### src/rtl/rsp_pkg.sv
package rsp_pkg;

    localparam int SYM_W  = 10;
    localparam logic [SYM_W:0] FIELD_POLY = 11'h409;
    localparam int BYTE_W = 8;
    localparam int BUS_W  = 16;
    localparam int ADDR_W = 5;

    // register word addresses
    localparam logic [ADDR_W-1:0] A_CTRL  = 5'd0;
    localparam logic [ADDR_W-1:0] A_CHECK = 5'd1;
    localparam logic [ADDR_W-1:0] A_TRUE  = 5'd8;
    localparam logic [ADDR_W-1:0] A_INV   = 5'd16;

    // control and check bit positions
    localparam int CLR_BIT  = 7;
    localparam int GEN_BIT  = 6;
    localparam int FEED_BIT = 5;
    localparam int ERR_BIT  = 7;

    typedef enum logic [1:0] {
        PH_DATA = 2'd0,
        PH_CODE = 2'd1,
        PH_DONE = 2'd2
    } phase_e;

    function automatic logic [SYM_W-1:0] gf_xtime(input logic [SYM_W-1:0] a);
        logic [SYM_W-1:0] s;
        s = {a[SYM_W-2:0], 1'b0};
        if (a[SYM_W-1]) s = s ^ FIELD_POLY[SYM_W-1:0];
        return s;
    endfunction

    function automatic logic [SYM_W-1:0] gf_mul(input logic [SYM_W-1:0] a,
                                                input logic [SYM_W-1:0] b);
        logic [SYM_W-1:0] p;
        p = '0;
        for (int i = SYM_W - 1; i >= 0; i--) begin
            p = gf_xtime(p);
            if (b[i]) p = p ^ a;
        end
        return p;
    endfunction

    function automatic logic [SYM_W-1:0] gf_alpha_pow(input int e);
        logic [SYM_W-1:0] p;
        p = SYM_W'(1);
        for (int i = 0; i < e; i++) p = gf_xtime(p);
        return p;
    endfunction

endpackage

### src/rtl/rsp_lfsr.sv
module rsp_lfsr
    import rsp_pkg::*;
#(
    parameter int NPAR = 6,
    parameter int FCR  = 0,
    localparam int PAR_W = NPAR * SYM_W
) (
    input  logic [PAR_W-1:0] par_i,
    input  logic [SYM_W-1:0] sym_i,
    output logic [PAR_W-1:0] par_o
);

    // generator coefficients g[0..NPAR], g[NPAR] == 1
    function automatic logic [(NPAR+1)*SYM_W-1:0] gen_coeffs();
        logic [(NPAR+1)*SYM_W-1:0] g;
        logic [SYM_W-1:0] root;
        g = '0;
        g[SYM_W-1:0] = SYM_W'(1);
        root = gf_alpha_pow(FCR);
        for (int i = 0; i < NPAR; i++) begin
            for (int k = NPAR; k >= 1; k--) begin
                g[k*SYM_W +: SYM_W] = g[(k-1)*SYM_W +: SYM_W]
                                    ^ gf_mul(g[k*SYM_W +: SYM_W], root);
            end
            g[0 +: SYM_W] = gf_mul(g[0 +: SYM_W], root);
            root = gf_xtime(root);
        end
        return g;
    endfunction

    localparam logic [(NPAR+1)*SYM_W-1:0] GEN = gen_coeffs();

    logic [SYM_W-1:0] fb;
    assign fb = sym_i ^ par_i[(NPAR-1)*SYM_W +: SYM_W];

    for (genvar k = 0; k < NPAR; k++) begin : g_stage
        if (k == 0) begin : g_first
            assign par_o[0 +: SYM_W] = gf_mul(fb, GEN[0 +: SYM_W]);
        end else begin : g_rest
            assign par_o[k*SYM_W +: SYM_W] = par_i[(k-1)*SYM_W +: SYM_W]
                                           ^ gf_mul(fb, GEN[k*SYM_W +: SYM_W]);
        end
    end

endmodule

### src/rtl/rsp_pack.sv
module rsp_pack
    import rsp_pkg::*;
#(
    parameter int NPAR = 6,
    localparam int PAR_W      = NPAR * SYM_W,
    localparam int CODE_BYTES = (PAR_W + BYTE_W - 1) / BYTE_W,
    localparam int CODE_W     = CODE_BYTES * BYTE_W
) (
    input  logic [PAR_W-1:0]  par_i,
    output logic [CODE_W-1:0] code_o
);

    // highest-power symbol lands in the lowest bits
    for (genvar k = 0; k < NPAR; k++) begin : g_sym
        assign code_o[k*SYM_W +: SYM_W] = par_i[(NPAR-1-k)*SYM_W +: SYM_W];
    end

    if (CODE_W > PAR_W) begin : g_fill
        assign code_o[CODE_W-1:PAR_W] = '1;
    end

endmodule

### src/rtl/rsp_seq.sv
module rsp_seq
    import rsp_pkg::*;
#(
    parameter int SECTOR_BYTES = 512,
    parameter int NPAR         = 6,
    parameter int FCR          = 0,
    localparam int PAR_W      = NPAR * SYM_W,
    localparam int CODE_BYTES = (PAR_W + BYTE_W - 1) / BYTE_W,
    localparam int CNT_MAX    = (SECTOR_BYTES > CODE_BYTES) ? SECTOR_BYTES : CODE_BYTES,
    localparam int CNT_W      = (CNT_MAX > 1) ? $clog2(CNT_MAX) : 1
) (
    input  logic              clk,
    input  logic              rst_n,
    input  logic              ctl_wr,
    input  logic [BYTE_W-1:0] ctl_wdata,
    input  logic              dat_stb,
    input  logic [BYTE_W-1:0] dat_byte,
    output logic [PAR_W-1:0]  par_o,
    output logic              err_o,
    output logic              gen_o,
    output logic              feed_o,
    output phase_e            phase_o
);

    typedef struct packed {
        phase_e           phase;
        logic             gen;
        logic             feed;
        logic             err;
        logic [CNT_W-1:0] cnt;
        logic [PAR_W-1:0] par;
        logic [PAR_W-1:0] code;
    } seq_t;

    seq_t st_d, st_q;

    logic [SYM_W-1:0] sym_in;
    logic [PAR_W-1:0] par_step;
    logic [PAR_W-1:0] stored;
    logic [PAR_W-1:0] rem;
    logic             clr;
    logic             take;

    assign sym_in = {{(SYM_W-BYTE_W){1'b0}}, ~dat_byte};

    rsp_lfsr #(.NPAR(NPAR), .FCR(FCR)) u_lfsr (
        .par_i (st_q.par),
        .sym_i (sym_in),
        .par_o (par_step)
    );

    always_comb begin
        st_d   = st_q;
        stored = '0;
        rem    = '0;
        clr    = ctl_wr && ctl_wdata[CLR_BIT];
        take   = dat_stb && st_q.feed && (st_q.phase != PH_DONE) && !clr;

        if (ctl_wr) begin
            st_d.gen  = ctl_wdata[GEN_BIT];
            st_d.feed = ctl_wdata[FEED_BIT];
            if (clr) begin
                st_d.phase = PH_DATA;
                st_d.err   = 1'b0;
                st_d.cnt   = '0;
                st_d.par   = '0;
                st_d.code  = '0;
            end
        end

        if (take) begin
            unique case (st_q.phase)
                PH_DATA: begin
                    st_d.par = par_step;
                    if (st_q.cnt == CNT_W'(SECTOR_BYTES - 1)) begin
                        st_d.cnt   = '0;
                        st_d.phase = st_q.gen ? PH_DONE : PH_CODE;
                    end else begin
                        st_d.cnt = st_q.cnt + 1'b1;
                    end
                end
                PH_CODE: begin
                    // stored bytes arrive inverted; bits past the parity are dropped
                    for (int j = 0; j < CODE_BYTES; j++) begin
                        if (st_q.cnt == CNT_W'(j)) begin
                            for (int b = 0; b < BYTE_W; b++) begin
                                if (j * BYTE_W + b < PAR_W)
                                    st_d.code[j*BYTE_W + b] = ~dat_byte[b];
                            end
                        end
                    end
                    if (st_q.cnt == CNT_W'(CODE_BYTES - 1)) begin
                        for (int k = 0; k < NPAR; k++)
                            stored[(NPAR-1-k)*SYM_W +: SYM_W] = st_d.code[k*SYM_W +: SYM_W];
                        rem        = st_q.par ^ stored;
                        st_d.par   = rem;
                        st_d.err   = |rem;
                        st_d.cnt   = '0;
                        st_d.phase = PH_DONE;
                    end else begin
                        st_d.cnt = st_q.cnt + 1'b1;
                    end
                end
                default: ;
            endcase
        end
    end

    always_ff @(posedge clk or negedge rst_n) begin
        if (!rst_n) begin
            st_q <= '{phase: PH_DATA, gen: 1'b0, feed: 1'b0, err: 1'b0,
                      cnt: '0, par: '0, code: '0};
        end else begin
            st_q <= st_d;
        end
    end

    assign par_o   = st_q.par;
    assign err_o   = st_q.err;
    assign gen_o   = st_q.gen;
    assign feed_o  = st_q.feed;
    assign phase_o = st_q.phase;

endmodule

### src/rtl/rsp_rdmux.sv
module rsp_rdmux
    import rsp_pkg::*;
#(
    parameter int CODE_BYTES = 8,
    localparam int CODE_W = CODE_BYTES * BYTE_W
) (
    input  logic [ADDR_W-1:0] addr_i,
    input  logic              gen_i,
    input  logic              feed_i,
    input  logic              err_i,
    input  logic [CODE_W-1:0] code_i,
    output logic [BUS_W-1:0]  rdata_o
);

    logic [BYTE_W-1:0] lo;

    always_comb begin
        lo = '0;
        if (addr_i == A_CTRL) begin
            lo[GEN_BIT]  = gen_i;
            lo[FEED_BIT] = feed_i;
        end
        if (addr_i == A_CHECK) lo[ERR_BIT] = err_i;
        for (int j = 0; j < CODE_BYTES; j++) begin
            if (addr_i == A_TRUE + ADDR_W'(j)) begin
                for (int b = 0; b < BYTE_W; b++)
                    lo[b] = code_i[j*BYTE_W + BYTE_W - 1 - b];
            end
            if (addr_i == A_INV + ADDR_W'(j)) begin
                lo = ~code_i[j*BYTE_W +: BYTE_W];
                // padding above the parity keeps reading as ones
                for (int b = 0; b < BYTE_W; b++)
                    if (j * BYTE_W + b >= CODE_W - (CODE_W % SYM_W) && (CODE_W % SYM_W) != 0)
                        lo[b] = 1'b1;
            end
        end
        rdata_o = {{(BUS_W-BYTE_W){1'b0}}, lo};
    end

endmodule

### src/rtl/rs_parity_engine.sv
module rs_parity_engine
    import rsp_pkg::*;
#(
    parameter int SECTOR_BYTES = 512,
    parameter int NPAR         = 6,
    parameter int FCR          = 0
) (
    input  logic              clk,
    input  logic              rst_n,
    input  logic              bus_wr,
    input  logic [4:0]        bus_addr,
    input  logic [7:0]        bus_wdata,
    output logic [15:0]       bus_rdata,
    input  logic              dat_stb,
    input  logic [7:0]        dat_byte
);

    localparam int PAR_W      = NPAR * SYM_W;
    localparam int CODE_BYTES = (PAR_W + BYTE_W - 1) / BYTE_W;
    localparam int CODE_W     = CODE_BYTES * BYTE_W;

    logic              ctl_wr;
    logic [PAR_W-1:0]  par_w;
    logic [CODE_W-1:0] code_w;
    logic              err_w;
    logic              gen_w;
    logic              feed_w;
    phase_e            phase_w;

    assign ctl_wr = bus_wr && (bus_addr == A_CTRL);

    rsp_seq #(.SECTOR_BYTES(SECTOR_BYTES), .NPAR(NPAR), .FCR(FCR)) u_seq (
        .clk       (clk),
        .rst_n     (rst_n),
        .ctl_wr    (ctl_wr),
        .ctl_wdata (bus_wdata),
        .dat_stb   (dat_stb),
        .dat_byte  (dat_byte),
        .par_o     (par_w),
        .err_o     (err_w),
        .gen_o     (gen_w),
        .feed_o    (feed_w),
        .phase_o   (phase_w)
    );

    rsp_pack #(.NPAR(NPAR)) u_pack (
        .par_i  (par_w),
        .code_o (code_w)
    );

    rsp_rdmux #(.CODE_BYTES(CODE_BYTES)) u_rdmux (
        .addr_i  (bus_addr),
        .gen_i   (gen_w),
        .feed_i  (feed_w),
        .err_i   (err_w),
        .code_i  (code_w),
        .rdata_o (bus_rdata)
    );

endmodule

### config.mk
export PLATFORM = sky130hd
export DESIGN_NAME = rs_parity_engine
export DESIGN_NICKNAME = d
export VERILOG_FILES = /design/src/rtl/rsp_pkg.sv /design/src/rtl/rsp_lfsr.sv /design/src/rtl/rsp_pack.sv /design/src/rtl/rsp_seq.sv /design/src/rtl/rsp_rdmux.sv /design/src/rtl/rs_parity_engine.sv
export SDC_FILE = /design/constraint.sdc
export NUM_CORES = 1
export LEC_CHECK = 0
export CAP_MARGIN = 20
export CORE_MARGIN = 4
export CORE_UTILIZATION = 45
export DETAILED_ROUTE_END_ITERATION = 10
export DONT_BUFFER_PORTS = 1
export HOLD_SLACK_MARGIN = 0.02
export SLEW_MARGIN = 20
export SYNTH_ARGS = -nofsm -noshare
export SYNTH_HDL_FRONTEND = slang
export SYNTH_SLANG_ARGS = --single-unit
### constraint.sdc
create_clock -name clk -period 3.71 [get_ports clk]
set_input_delay 0.5565 -clock clk [delete_from_list [all_inputs] [get_ports clk]]
set_output_delay 0.5565 -clock clk [all_outputs]
set_load 0.02 [all_outputs]
==> impl_results.rst, run 1 <==
.. list-table::
   :header-rows: 1

   * - Metric
     - Value
   * - Result of the run
     - finished, final reports clean
   * - Share of async-settable or async-resettable flops after synthesis
     - 1.00
   * - Final number of setup-violating endpoints
     - 0
   * - Number of DRC markers after the initial detailed-route iteration
     - 1454
   * - Global route overflow
     - 0
   * - Clock Sink Count
     - 132
   * - Critical-path maximum fanout
     - 13
   * - Sequential share of the synthesized area
     - 0.311
   * - Maximum capacitance violations
     - 0
   * - Post-CTS Resized
     - 0
   * - Clock latency of the later-clocked register in the worst-skew pair
     - 0.44 ns
   * - Required time reported for the critical path endpoint
     - 3.15 ns
   * - Worst-Margin Slew
     - 0.870 ns
   * - Category of the most critical setup path
     - reg -> out
   * - Number of synthesized flops with an enable pin
     - 0
   * - I/O Pins
     - 41
   * - Fraction of final layout cells sized beyond drive strength 1
     - 0.0852
   * - Hold Path Class
     - in -> async
   * - Antenna violations before repair
     - 0
   * - Final Cycle Share
     - 0.879
   * - Syn Inst Count
     - 1353
   * - Number of slew-limit violations in the final report
     - 0
   * - DIE AREA
     - 26100 um^2
   * - Number of buffers inserted during clock tree synthesis
     - 17
   * - Final Hold Fails
     - 0
   * - TritonCTS clock tree
     - built
   * - Worst slew margin
     - 0.416
   * - Commonest register cell after synthesis
     - sky130_fd_sc_hd__dfrtp_1
   * - Final non-filler cell area
     - 11600 um^2
   * - Maximum level of the CTS H-tree
     - 4
   * - Commonest cells in the synthesized netlist
     - sky130_fd_sc_hd__o21ai_0 (226), sky130_fd_sc_hd__dfrtp_1 (132), sky130_fd_sc_hd__nand2_1 (125)
   * - Final Skew
     - 0.0108 ns
   * - Number of warnings printed during yosys synthesis
     - 0
   * - Flip-flop and latch area
     - 3300 um^2
   * - Maximum VDD drop
     - 0.402 mV
   * - Power density over the cells
     - 1000 nW/um^2
   * - Master of the slowest instance on the critical path
     - sky130_fd_sc_hd__dfrtp_1
   * - Number of antenna repair diodes
     - 0
   * - Highest attainable clock frequency
     - 0.307 GHz
   * - HPWL reported at the end of detailed placement
     - 29.1 mm
   * - Number of filler cells placed in the layout
     - 2223
   * - Detailed-router iteration count before antenna repair
     - 8
   * - Critical Path Start Type
     - flip-flop
   * - Number of core rows
     - 55
   * - Sum Neg Setup Slack
     - 0 ns
   * - Min Tclk post-route
     - 3.26 ns
   * - Setup repair after global routing missed its margin
     - false
   * - Most used standard cell by instance count after synthesis
     - sky130_fd_sc_hd__o21ai_0
   * - Capturing element type of the critical path
     - output port
   * - Root buffer cell
     - sky130_fd_sc_hd__clkbuf_16
   * - Cell taking the most area after synthesis
     - sky130_fd_sc_hd__dfrtp_1
   * - Pin count of the biggest net entering global routing
     - 133
   * - Cell-by-cell trace of the critical path
     - nor2_1 > a21oi_1 > nor2_1 > a2111oi_0 > o211ai_1 > a31oi_1 > a21oi_1
   * - Global-route wire length before repair
     - 62.8 mm
   * - Starting density of the core
     - 0.463
   * - Gpl congestion
     - 0.994
   * - DR WL/cell
     - 25.6 um
   * - Clock Tree Buf Depth
     - 2
   * - Nets@finish
     - 1332
   * - Height of the chip
     - 162 um
   * - Vias post-DR
     - 10600
   * - # port buffers
     - 0
   * - Combined area of the multi-input logic cells
     - 6780 um^2
   * - Vias per cell
     - 6.50
   * - Area growth from synthesis to final layout
     - 9.09%
   * - Final wirelength
     - 41.7 mm
   * - Arrival time of data at the critical path endpoint
     - 2.71 ns
   * - Mean instance size in the synthesized netlist
     - 7.84 um^2
   * - Post-synthesis instance area
     - 10600 um^2
   * - Floorplan Core Area
     - 22900 um^2
   * - DRC errors left
     - 0
   * - Cell area after placement
     - 10900 um^2
   * - Post-detailed-route count of antenna-violating nets
     - 0
   * - Flop and latch count out of synthesis
     - 132
   * - Largest cells by area after synthesis
     - sky130_fd_sc_hd__dfrtp_1 (31%), sky130_fd_sc_hd__o21ai_0 (11%), sky130_fd_sc_hd__xnor2_1 (10%), sky130_fd_sc_hd__xor2_1 (6.8%), sky130_fd_sc_hd__nand3_1 (4.7%)
   * - Vias in the first global route
     - 9667
   * - Distinct cells, synth
     - 69
   * - Global routing usage summed across all routing layers
     - 0.317
   * - Slowest Stage Delay on Critical Path
     - 0.88 ns
   * - Width of the chip
     - 162 um
   * - Clock-pin slew reported for the worst setup and hold paths after clock tree synthesis
     - 0.07 ns
   * - Share of the synthesized area in the top cell type
     - 0.311
   * - Static leakage power
     - 4.63 nW
-- critical path, delay by kind of cell (launching register included) --
| kind | cells | cell delay (ns) |
|---|---|---|
| compound gates | 5 | 1.24 |
| flops | 1 | 0.88 |
| simple gates | 2 | 0.16 |
-- state kept, by name (all words and copies together) (netlist names) --
name	cells
u_seq.feed_o	1
u_seq.par_o	60
u_seq.st_q	67
u_seq.phase_o	2
u_seq.gen_o	1
u_seq.err_o	1
-- path summary, 6_finish.rpt --
kind                                       startpoint                   endpoint  slack, ns  depth (start not counted)
max                         u_seq.par_o[59]$_DFF_PN0_               bus_rdata[1]       0.45                          7
min                                             rst_n   u_seq.st_q[21]$_DFF_PN0_       0.13                          1
max reg2reg                u_seq.phase_o[1]$_DFF_PN0_  u_seq.par_o[58]$_DFF_PN0_       0.66                          7
min reg2reg                  u_seq.st_q[25]$_DFF_PN0_   u_seq.st_q[25]$_DFF_PN0_       0.50                          2
max in group asynchronous                       rst_n  u_seq.st_q[128]$_DFF_PN0_       3.09                          1
min in group clk                          dat_byte[1]    u_seq.st_q[9]$_DFF_PN0_       0.23                          1
-- layout make-up --
class                      count  area share
multi-input combinational   1092       0.585
sequential                   132       0.285
clock buffer                  21      0.0406
timing repair buffer          52      0.0376
tap                          313      0.0338
clock inverter                11      0.0150
inverter                       7     0.00227
-- power breakdown --
part	switching (W)	total (W)	internal [W]
registers	0.000972	0.00272	0.00175
logic	0.00398	0.00697	0.00300
clock network	0.000717	0.00190	0.00118
-- routing by layer --
layer  global-route usage  wire length (um)
met2                0.472             18100
met4                0.104              1390
met3               0.0658              4510
met1                0.459             17700
met5                    0                 0
-- metrics by stage --
stage | worst slack (ns) | hold WS, ns | util | total power, W | cells
floorplan | 0.646 | 0.261 | - | 0.00727 | 1360
global placement | 0.573 | 0.270 | 0.476 | 0.00939 | 1595
detailed placement | 0.581 | 0.270 | 0.476 | 0.00940 | 1595
CTS | 0.508 | 0.160 | 0.505 | 0.0114 | 1628
global route | 0.397 | 0.181 | 0.505 | 0.0121 | 1628
finish | 0.448 | 0.132 | 0.505 | 0.0116 | 1628
-- layout by cell type, fill, tap and decap left out, drive strengths merged, types with 4 or more instances in the layout --
master / n
o21ai: 236
dfrtp: 132
xnor2: 130
nand2: 126
nor2: 105
nand3: 100
xor2: 86
buf: 52
a21oi: 50
a22oi: 43
o22ai: 22
clkbuf: 21
a31oi: 18
mux2i: 16
nor3: 14
a211oi: 13
nand2b: 11
nand4: 8
nor4bb: 8
conb: 8
inv: 8
o32ai: 7
and3: 7
a22o: 6
nor4: 6
nor2b: 5
o221ai: 5
a221oi: 5
ha: 5
bufinv: 4
or2: 4
nor3b: 4
nor4b: 4
-- cells by family (layout without fill, tap and decap cells) --
family,Yosys count,after routing,synth area share
mux,19,19,0.0183
other cells,1,8,0.000353
buf+inv,136,91,0.0548
compound gates,431,431,0.240
simple gates,413,413,0.184
fa+ha+maj,5,5,0.00589
xor+xnor,216,216,0.186
flops,132,132,0.311
-- timing repair --
item                                   4_1_cts  5_1_grt
endpoints found under the hold margin      132        0
buffers inserted                             0        0
hold buffers                                 1        0
Power figures use the tool's default switching activity.
==> run 2, diff against run 1 <==
--- a/config.mk
+++ b/config.mk
@@ -5,9 +5,11 @@
 export SDC_FILE = /design/constraint.sdc
 export NUM_CORES = 1
 export LEC_CHECK = 0
+export ABC_AREA = 1
 export CAP_MARGIN = 20
 export CORE_MARGIN = 4
 export CORE_UTILIZATION = 45
+export CTS_CLUSTER_SIZE = 16
 export DETAILED_ROUTE_END_ITERATION = 10
 export DONT_BUFFER_PORTS = 1
 export HOLD_SLACK_MARGIN = 0.02
==> impl_results.rst, run 2 <==
.. list-table::
   :header-rows: 1

   * - Metric
     - Value
   * - Result of the run
     - finished, final reports clean
   * - TritonCTS clock tree
     - built
   * - Largest cells by area after synthesis
     - sky130_fd_sc_hd__dfrtp_1 (29%), sky130_fd_sc_hd__nand2_1 (22%), sky130_fd_sc_hd__nand3_1 (13%), sky130_fd_sc_hd__xor2_1 (4.5%), sky130_fd_sc_hd__o21ai_0 (4.3%)
   * - Crit path depth
     - 9
   * - Amount of wire on met3 after detailed routing
     - 4.92 mm
   * - Vias per cell
     - 5.85
   * - Share of the synthesized area in the top cell type
     - 0.290
   * - DR WL/cell
     - 23.3 um
   * - Slowest Stage Delay on Critical Path
     - 0.53 ns
   * - Maximum capacitance violations
     - 0
   * - Fraction of the core area covered by cells at the end of the flow
     - 0.491
   * - Final Cycle Share
     - 0.884
   * - Cell-by-cell trace of the critical path
     - inv_2 > nand3_1 > nand3_1 > nor2_1 > nand3_1 > nor3_1 > nand4_1 > nor2_1 > nand4_1
   * - Sequential share of the synthesized area
     - 0.290
   * - Highest attainable clock frequency
     - 0.305 GHz
   * - Capturing element type of the critical path
     - output port
   * - Vias in the first global route
     - 11400
   * - Routed length on met1
     - 21.7 mm
   * - Clock latency of the later-clocked register in the worst-skew pair
     - 0.44 ns
   * - Floorplan Core Area
     - 25300 um^2
   * - Commonest register cell after synthesis
     - sky130_fd_sc_hd__dfrtp_1
   * - Final wirelength
     - 50.2 mm
   * - Vias post-DR
     - 12600
   * - Arrival time of data at the critical path endpoint
     - 2.72 ns
   * - Post-detailed-route count of antenna-violating nets
     - 0
   * - Clock Tree Buf Depth
     - 2
   * - Final number of setup-violating endpoints
     - 0
   * - Power density over the cells
     - 859 nW/um^2
   * - Final Skew
     - 0.0152 ns
   * - Cell family with the largest share of critical-path delay
     - simple AND/OR/NAND/NOR gates
   * - Commonest cells after routing, fill and taps aside
     - sky130_fd_sc_hd__nand2_1 (690), sky130_fd_sc_hd__nand3_1 (293), sky130_fd_sc_hd__dfrtp_1 (134), sky130_fd_sc_hd__inv_1 (124), sky130_fd_sc_hd__nor2_1 (107)
   * - Buf/Inv on CP
     - 1
   * - Starting density of the core
     - 0.458
   * - Static leakage power
     - 6.28 nW
   * - Nets@finish
     - 1848
   * - Required time reported for the critical path endpoint
     - 3.15 ns
   * - Cell taking the most area after synthesis
     - sky130_fd_sc_hd__dfrtp_1
   * - I/O Pins
     - 41
   * - Depth of the worst register-to-register path
     - 8
   * - Sum Neg Setup Slack
     - 0 ns
   * - Total met2 wirelength after detailed routing
     - 21.7 mm
   * - Master of the slowest instance on the critical path
     - sky130_fd_sc_hd__dfrtp_1
   * - Clock-pin slew reported for the worst setup and hold paths after clock tree synthesis
     - 0.07 ns
   * - Number of synthesized flops with an enable pin
     - 0
   * - Fraction of final layout cells sized beyond drive strength 1
     - 0.0787
   * - Number of antenna repair diodes
     - 0
   * - Flop and latch count out of synthesis
     - 134
   * - # port buffers
     - 0
   * - Maximum VDD drop
     - 0.486 mV
   * - Cell area after placement
     - 11800 um^2
   * - Clock Sink Count
     - 134
   * - DIE AREA
     - 28300 um^2
   * - Global-route wire length before repair
     - 74.8 mm
   * - HPWL reported at the end of detailed placement
     - 37.0 mm
   * - Critical-path maximum fanout
     - 6
   * - Width of the chip
     - 168 um
   * - Critical Path Start Type
     - flip-flop
   * - Number of DRC markers after the initial detailed-route iteration
     - 1633
   * - Number of core rows
     - 58
   * - Root buffer cell
     - sky130_fd_sc_hd__clkbuf_16
   * - Number of warnings printed during yosys synthesis
     - 0
   * - Area growth from synthesis to final layout
     - 7.34%
   * - Share of async-settable or async-resettable flops after synthesis
     - 1.00
   * - Final non-filler cell area
     - 12400 um^2
   * - Max FFs per register
     - 69
   * - Number of filler cells placed in the layout
     - 2668
   * - Gpl congestion
     - 0.996
   * - Worst-Margin Slew
     - 1.01 ns
   * - Number of buffers inserted during clock tree synthesis
     - 17
   * - Cell count after placement
     - 2128
   * - Setup repair after global routing missed its margin
     - false
   * - Global routing usage summed across all routing layers
     - 0.353
   * - Syn Inst Count
     - 1840
   * - Min Tclk post-route
     - 3.28 ns
   * - Post-synthesis instance area
     - 11600 um^2
   * - Top sig layer
     - met4
   * - Maximum level of the CTS H-tree
     - 4
   * - Most used standard cell by instance count after synthesis
     - sky130_fd_sc_hd__nand2_1
   * - Final Hold Fails
     - 0
   * - Commonest cells in the synthesized netlist
     - sky130_fd_sc_hd__nand2_1 (691), sky130_fd_sc_hd__nand3_1 (293), sky130_fd_sc_hd__dfrtp_1 (134)
   * - Height of the chip
     - 168 um
   * - Pin count of the biggest net entering global routing
     - 135
   * - Worst slew margin
     - 0.324
   * - Distinct cells, synth
     - 43
   * - Antenna violations before repair
     - 0
   * - Mean instance size in the synthesized netlist
     - 6.28 um^2
   * - Category of the most critical setup path
     - reg -> out
   * - Register with the most flip-flops
     - u_seq.st_q
   * - Detailed-router iteration count before antenna repair
     - 8
   * - DRC errors left
     - 0
   * - Post-route non-filler standard cell count
     - 2160
   * - Most frequent cell on the critical path
     - sky130_fd_sc_hd__nand3_1
   * - Most common cell after layout, fill and taps aside
     - sky130_fd_sc_hd__nand2_1
   * - Number of slew-limit violations in the final report
     - 0
   * - Global route overflow
     - 0
   * - Hold Path Class
     - in -> async
   * - Smallest hold slack
     - 0.118 ns
## run 2: worst paths after layout
check | from | to | slack [ns]
setup / recovery | u_seq.par_o[54]$_DFF_PN0_ | bus_rdata[4] | 0.43
hold / removal | rst_n | u_seq.st_q[124]$_DFF_PN0_ | 0.12
setup reg to reg | u_seq.phase_o[0]$_DFF_PN0_ | u_seq.st_q[120]$_DFF_PN0_ | 0.61
hold reg to reg | u_seq.st_q[3]$_DFF_PN0_ | u_seq.st_q[3]$_DFF_PN0_ | 0.50
max in group asynchronous | rst_n | u_seq.par_o[0]$_DFF_PN0_ | 3.04
min in group clk | bus_wdata[6] | u_seq.gen_o$_DFFE_PN0N_ | 0.26
## run 2: logic make-up after synthesis
kind of cell	Yosys count	synth area share
muxes	2	0.00195
AOI/OAI and AO/OA	195	0.0919
other	1	0.000324
adders and majority gates	5	0.00541
and+or+nand+nor	1192	0.450
DFF	134	0.290
xor gates and xnor gates	92	0.0772
buffers and inverters	219	0.0836
## run 2: per-layer routing
metal / vias to the layer above / global-route usage
met5: - / 0
met4: 0 / 0.129
met3: 100 / 0.0596
met2: 705 / 0.532
met1: 5894 / 0.508
li1: 5935 / -
## run 2: layout make-up
type / count / area, um^2 / share of cell area
Clock buffer: 17 / 425 / 0.0343
Clock inverter: 14 / 140 / 0.0113
Inverter: 145 / 551 / 0.0444
Multi-Input combinational cell: 1494 / 7280 / 0.586
Sequential cell: 134 / 3350 / 0.270
Tap cell: 330 / 413 / 0.0333
Timing Repair Buffer: 26 / 253 / 0.0204
## run 2: through the flow
| step | setup WS, ns | total power (W) |
|---|---|---|
| after floorplan | 1.26 | 0.00661 |
| after global placement | 0.509 | 0.00864 |
| after detailed placement | 0.460 | 0.00868 |
| after CTS | 0.532 | 0.0105 |
| after global routing | 0.276 | 0.0113 |
| final | 0.432 | 0.0107 |
## run 2: power breakdown
group | internal [W] | total [W] | switching (W)
Sequential | 0.00183 | 0.00249 | 0.000658
Clock | 0.000940 | 0.00176 | 0.000818
Combinational | 0.00190 | 0.00641 | 0.00451
## run 2: what timing repair did
action / in CTS / in global routing
hold buffers: 1 / 0
resized for setup: 0 / 0
buffers inserted: 0 / 0
endpoints found under the hold margin: 134 / 0
